<file path="config.mk">
export PLATFORM = sky130hd
export DESIGN_NAME = cmpChain
export DESIGN_NICKNAME = d
export VERILOG_FILES = /design/src/rtl/cmpPkg.sv /design/src/rtl/cmpBitCell.sv /design/src/rtl/cmpMerge.sv /design/src/rtl/cmpSlice.sv /design/src/rtl/cmpChain.sv
export SDC_FILE = /design/constraint.sdc
export NUM_CORES = 1
export LEC_CHECK = 0
export ABC_AREA = 1
export BUFFER_PORTS_ARGS = -buffer_cell sky130_fd_sc_hd__buf_2
export CORE_AREA = 2 2 39 41
export DETAILED_ROUTE_END_ITERATION = 6
export DIE_AREA = 0 0 41 43
export PLACE_DENSITY = 0.52
export SLEW_MARGIN = 0
export SYNTH_ARGS = -nofsm -noshare
export SYNTH_HDL_FRONTEND = slang
export SYNTH_SLANG_ARGS = --single-unit
</file>
<file path="constraint.sdc">
create_clock -name vclk -period 1.4
set_clock_uncertainty 0.15 [all_clocks]
set_input_delay 0.14 -clock vclk [all_inputs]
set_output_delay 0.14 -clock vclk [all_outputs]
set_load 0.005 [all_outputs]
</file>
<file path="src/rtl/cmpPkg.sv">
package cmpPkg;
  // Three-line relation passed between stages.
  typedef struct packed {
    logic lt;
    logic eq;
    logic gt;
  } cmpResT;

  localparam cmpResT SEED_EQUAL = '{lt: 1'b0, eq: 1'b1, gt: 1'b0};
endpackage

</file>
<file path="src/rtl/cmpBitCell.sv">
// One bit position of the iterative comparator. The relation arrives from the
// more significant side; this bit decides only if everything above was equal.
module cmpBitCell
  import cmpPkg::*;
(
  input  logic   aBit,
  input  logic   bBit,
  input  cmpResT hiRes,
  output cmpResT loRes
);
  logic same;

  always_comb begin
    same     = ~(aBit ^ bBit);
    loRes.eq = hiRes.eq & same;
    loRes.gt = hiRes.gt | (hiRes.eq & aBit & ~bBit);
    loRes.lt = hiRes.lt | (hiRes.eq & ~aBit & bBit);
  end
endmodule

</file>
<file path="src/rtl/cmpMerge.sv">
// Combines a slice's own relation with the relation from the slice below.
module cmpMerge
  import cmpPkg::*;
(
  input  cmpResT localRes,
  input  cmpResT cascRes,
  output cmpResT mergedRes
);
  always_comb begin
    mergedRes.lt = localRes.lt | (localRes.eq & cascRes.lt);
    mergedRes.gt = localRes.gt | (localRes.eq & cascRes.gt);
    mergedRes.eq = localRes.eq & cascRes.eq;
  end
endmodule

</file>
<file path="src/rtl/cmpSlice.sv">
module cmpSlice
  import cmpPkg::*;
#(
  parameter int SLICE_W = 4
) (
  input  logic [SLICE_W-1:0] aNib,
  input  logic [SLICE_W-1:0] bNib,
  input  cmpResT             cascIn,
  output cmpResT             cascOut
);
  // bitLink[SLICE_W] is the seed above the MSB; bitLink[0] is the local result.
  cmpResT bitLink [SLICE_W:0];

  assign bitLink[SLICE_W] = SEED_EQUAL;

  for (genvar i = SLICE_W - 1; i >= 0; i--) begin : gBit
    cmpBitCell u_cell (
      .aBit (aNib[i]),
      .bBit (bNib[i]),
      .hiRes(bitLink[i+1]),
      .loRes(bitLink[i])
    );
  end

  cmpMerge u_merge (
    .localRes (bitLink[0]),
    .cascRes  (cascIn),
    .mergedRes(cascOut)
  );
endmodule

</file>
<file path="src/rtl/cmpChain.sv">
module cmpChain
  import cmpPkg::*;
#(
  parameter int SLICE_W    = 4,
  parameter int NUM_SLICES = 2
) (
  input  logic [SLICE_W*NUM_SLICES-1:0] aIn,
  input  logic [SLICE_W*NUM_SLICES-1:0] bIn,
  input  logic                          ltIn,
  input  logic                          eqIn,
  input  logic                          gtIn,
  output logic                          ltOut,
  output logic                          eqOut,
  output logic                          gtOut
);
  // link[0] enters the least significant slice; link[NUM_SLICES] leaves the top.
  cmpResT link [NUM_SLICES:0];

  assign link[0] = '{lt: ltIn, eq: eqIn, gt: gtIn};

  for (genvar k = 0; k < NUM_SLICES; k++) begin : gSlice
    cmpSlice #(.SLICE_W(SLICE_W)) u_slice (
      .aNib   (aIn[k*SLICE_W +: SLICE_W]),
      .bNib   (bIn[k*SLICE_W +: SLICE_W]),
      .cascIn (link[k]),
      .cascOut(link[k+1])
    );
  end

  assign ltOut = link[NUM_SLICES].lt;
  assign eqOut = link[NUM_SLICES].eq;
  assign gtOut = link[NUM_SLICES].gt;
endmodule

</file>
==> flow_metrics.env, run 1 <==
export IMPL_yosysTopAreaCellShare_pct=16.2
export IMPL_critical_path_peak_fanout=3
export IMPL_cellPowerDensity_nw_per_um2=298
export IMPL_hold_class="primary input to output pin"
export IMPL_endpoint_kind="output pin"
export IMPL_crit_chain="buf_8, inv_4, ha_4, nand2_4, nor2_4, nand3b_4, nor2_4, nand2_1, nor2_1, buf_2"
export IMPL_layout_drive_gt1_share_pct=37.9
export IMPL_slew_viol_final=0
export IMPL_vdd_ir_drop_max_mv=0.126
export IMPL_hold_viol_final=0
export IMPL_routabilityCongestion=0.671
export IMPL_grt_max_degree=6
export IMPL_synth_cell_type_count=19
export IMPL_design_seq_count=0
export IMPL_syn_inst=71
export IMPL_die_y_um=43
export IMPL_drtIter0Drc=4
export IMPL_slew_headroom_pct=80.8
export IMPL_via_per_inst=4.27
export IMPL_synth_most_common_cell="inv_1"
export IMPL_maxCapViolations=0
export IMPL_synth_avg_cell_area_um2=5.22
export IMPL_crit_arrival_ps=1110
export IMPL_route_detailed_drc=0
export IMPL_placed_cells=111
export IMPL_rows=14
export IMPL_port_buffers=22
export IMPL_finalNonFillerCells=111
export IMPL_cts_setup_buffers=0
export IMPL_postRouteAntennaNets=0
export IMPL_dieArea_um2=1760
export IMPL_die_width_um=41
export IMPL_netlist_top_cells_area="inv_1, nand2_1, nor2_1"
export IMPL_antenna_found_initial=0
export IMPL_hpwl_um=721
export IMPL_wl_um=869
export IMPL_p_total_uw=179
export IMPL_grt_pass1_vias=426
export IMPL_finalSetupViolations=0
export IMPL_critPathMaxStageDelay_ps=260
export IMPL_area_growth_pct=62.2
export IMPL_nClkBuffers=0
export IMPL_start_kind="primary input"
export IMPL_synth_warnings=0
export IMPL_core_um2=1380
export IMPL_num_vias=474
export IMPL_fin_crit_ps=1400
export IMPL_final_nets=120
export IMPL_syn_area_um2=370
export IMPL_drtPass1Iterations=3
export IMPL_path_class="primary input to output pin"
export IMPL_critical_path_slowest_cell="ha_4"
export IMPL_pin_count=22
export IMPL_period_share_pct=99.9
export IMPL_critical_path_top_delay_family="simple AND/OR/NAND/NOR gates"
export IMPL_ys_seq_area_share_pct=0
export IMPL_leakagePower_nw=0.343
export IMPL_grt_total_usage_pct=11.0
export IMPL_diodes=0
export IMPL_crit_path_frequent_cell="nor2_4"
export IMPL_outcome="complete, no violations"
export IMPL_overflow=0
export IMPL_regArea_um2=0
export IMPL_syn_nets=94
export IMPL_tightest_slew_ps=287
export IMPL_rsz0062_at_grt="yes"
export IMPL_initial_core_util_pct=26.8
export IMPL_wire_per_inst_um=7.83
export IMPL_yosysTopAreaCell="inv_1"
export IMPL_cp_num_buf_inv=3
export IMPL_netlist_top_cells_count="inv_1, nand2_1, nor2_1"
export IMPL_fmaxAchievable_mhz=715
export IMPL_grt_pass1_wl_um=1440
export IMPL_required_ps=1110
final timing paths:
| check | slack (ps) | endpoint | from | cells after the start |
|---|---|---|---|---|
| worst max-delay path | 1 | eqOut | aIn[7] | 10 |
| worst min-delay path | 410 | eqOut | eqIn | 4 |
where the power goes:
group          switching [mW]  total (mW)  internal [mW]
clock network               0           0              0
registers                   0           0              0
logic                  0.0894       0.179         0.0895
kinds of logic (layout without fill, tap and decap cells):
| group | after synthesis | in the layout | synth area share [%] |
|---|---|---|---|
| adders and majority gates | 4 | 4 | 13.5 |
| buffers and inverters | 17 | 41 | 17.2 |
| xor gates and xnor gates | 1 | 1 | 2.37 |
| AOI/OAI and AO/OA | 5 | 5 | 8.44 |
| and+or+nand+nor | 44 | 44 | 58.4 |
layout by cell type, fill, tap and decap left out, drive strengths merged:
master,n
ha,4
buf,24
a21oi,1
nor2,17
xnor2,1
nand3b,2
or2,2
nand2,16
inv,17
o21ai,1
nand4,2
a31oi,1
nand3,5
o21bai,2
what timing repair did:
action	4_1_cts	5_1_grt
hold buffers	0	0
pin swaps	7	9
endpoints found under the setup margin	3	3
resized for setup	13	6
endpoints found under the hold margin	0	0
metrics by stage:
stage | setup TNS (ps) | hold WS [ps] | setup slack [ps] | util, % | cell area (um2)
floorplan | 0 | 210 | 131 | - | 370
global placement | -323 | 416 | -119 | 37.3 | 515
detailed placement | -323 | 422 | -124 | 37.3 | 515
CTS | -137 | 421 | -74.8 | 41.7 | 577
global route | -218 | 449 | -89.7 | 43.4 | 601
finish | 0 | 410 | 1.43 | 43.4 | 601
worst min-delay path: stages:
cell     delay [ps]
buf_2            90
nand2_1          40
nor2_1           30
buf_2           110
layer usage:
layer	part of all wire [%]	GRT usage (%)	vias up	routed length [um]
met5	0	0	-	0
met4	0	0	0	0
met3	4.1	0	0	36
met2	58	22.8	11	508
met1	37	11.7	198	324
li1	-	-	265	-
area by class of cell:
| cell class | instances | area (um2) |
|---|---|---|
| multi-input cells | 54 | 354 |
| inverters | 17 | 68.8 |
| well taps | 16 | 20.0 |
| repair buffers | 24 | 158 |
| fillers | 158 | 783 |
(Power assumes the default switching activity.)
==> run 2, diff against run 1 <==
PLACE_DENSITY = 0.54   (was 0.52)
clock period = 1.2 ns   (was 1.4 ns; I/O delays follow)
==> flow_metrics.env, run 2 (same netlist as run 1, synthesis figures left out) <==
export IMPL_drtPass1Iterations=3
export IMPL_wire_per_inst_um=7.44
export IMPL_wl_met2_um=450
export IMPL_rsz0062_at_grt="yes"
export IMPL_endpoint_kind="output pin"
export IMPL_die_y_um=43
export IMPL_critical_path_top_delay_family="simple AND/OR/NAND/NOR gates"
export IMPL_route_detailed_drc=0
export IMPL_maxCapViolations=0
export IMPL_fill_cells=153
export IMPL_start_kind="primary input"
export IMPL_fin_crit_ps=1360
export IMPL_finalSetupViolations=3
export IMPL_drtIter0Drc=4
export IMPL_critical_path_slowest_cell="ha_4"
export IMPL_die_width_um=41
export IMPL_leakagePower_nw=0.353
export IMPL_design_seq_count=0
export IMPL_crit_chain="buf_8, inv_8, ha_4, nand2_4, nor2_4, nand3b_4, nor2_4, nand2_1, nor2_1, buf_2"
export IMPL_post_place_ws_ps=-309
export IMPL_slew_viol_final=0
export IMPL_final_common_cell="buf_2"
export IMPL_overflow=0
export IMPL_top_layer_used="met3"
export IMPL_hold_class="primary input to output pin"
export IMPL_hpwl_um=740
export IMPL_critPathMaxStageDelay_ps=260
export IMPL_fmaxAchievable_mhz=735
export IMPL_rows=14
export IMPL_core_um2=1380
export IMPL_tightest_slew_ps=291
export IMPL_period_share_pct=113
export IMPL_fin_ws_ps=-160
export IMPL_cp_num_buf_inv=3
export IMPL_slew_headroom_pct=80.5
export IMPL_grt_max_degree=6
export IMPL_p_total_uw=215
export IMPL_layout_drive_gt1_share_pct=40.2
export IMPL_via_per_inst=4.26
export IMPL_area_growth_pct=68.2
export IMPL_grt_pass1_wl_um=1390
export IMPL_grt_total_usage_pct=10.5
export IMPL_port_buffers=22
export IMPL_regArea_um2=0
export IMPL_hold_viol_final=0
export IMPL_num_vias=481
export IMPL_dieArea_um2=1760
export IMPL_wl_um=841
export IMPL_nClkBuffers=0
export IMPL_postRouteAntennaNets=0
export IMPL_required_ps=930
export IMPL_diodes=0
export IMPL_crit_arrival_ps=1090
export IMPL_critical_path_peak_fanout=3
export IMPL_met1_length_um=341
export IMPL_wl_met3_um=49
export IMPL_pin_count=22
export IMPL_path_class="primary input to output pin"
export IMPL_violations="setup timing"
export IMPL_routabilityCongestion=0.709
export IMPL_multi_input_area_um2=357
export IMPL_crit_path_frequent_cell="nor2_4"
export IMPL_initial_core_util_pct=26.8
export IMPL_antenna_found_initial=0
export IMPL_vdd_ir_drop_max_mv=0.121
export IMPL_cellPowerDensity_nw_per_um2=345
export IMPL_final_cell_mix="buf_2, inv_1, nand2_1, nor2_1, nand3_1"
export IMPL_outcome="finished with violations"
export IMPL_final_nets=122
export IMPL_grt_pass1_vias=418
run 2: worst min-delay path: stages:
cell and delay, ps:
buf_2 100, nand2_1 50, nor2_1 30, buf_2 110
run 2: where the power goes:
group / switching, mW / internal, mW
sequential: 0 / 0
clock: 0 / 0
combinational: 0.106 / 0.109
total: 0.106 / 0.109
run 2: repair_timing:
item,in CTS,in global routing
hold endpoints to repair,0,0
resized for setup,14,1
hold buffers,0,0
endpoints found under the setup margin,3,3
pin swaps,11,5
buffers inserted,0,1
cloned,0,0
run 2: per-layer routing:
layer / vias to the layer above / GRT usage (%)
met5: - / 0
met4: 0 / 0
met3: 0 / 0
met2: 12 / 22.5
met1: 199 / 10.4
li1: 270 / -
run 2: layout make-up:
cell class	instances	area share (%)
Multi-Input combinational cell	54	57.2
Timing Repair Buffer	26	27.7
Inverter	17	11.8
Tap cell	16	3.21
run 2: final timing paths:
| check | start | end | slack, ps | cells past startpoint |
|---|---|---|---|---|
| hold / removal | eqIn | eqOut | 380 | 4 |
| setup / recovery | aIn[7] | eqOut | -160 | 10 |
run 2: through the flow:
step                hold slack [ps]  instances  utilization [%]  TNS, ps  instance area, um2
global route                    399        113             45.0     -742                 623
global placement                392        112             40.0     -814                 553
floorplan                       167         71                -    -14.5                 400
finish                          380        113             45.0     -427                 623
detailed placement              390        112             40.0     -851                 553
CTS                             385        112             44.3     -533                 613
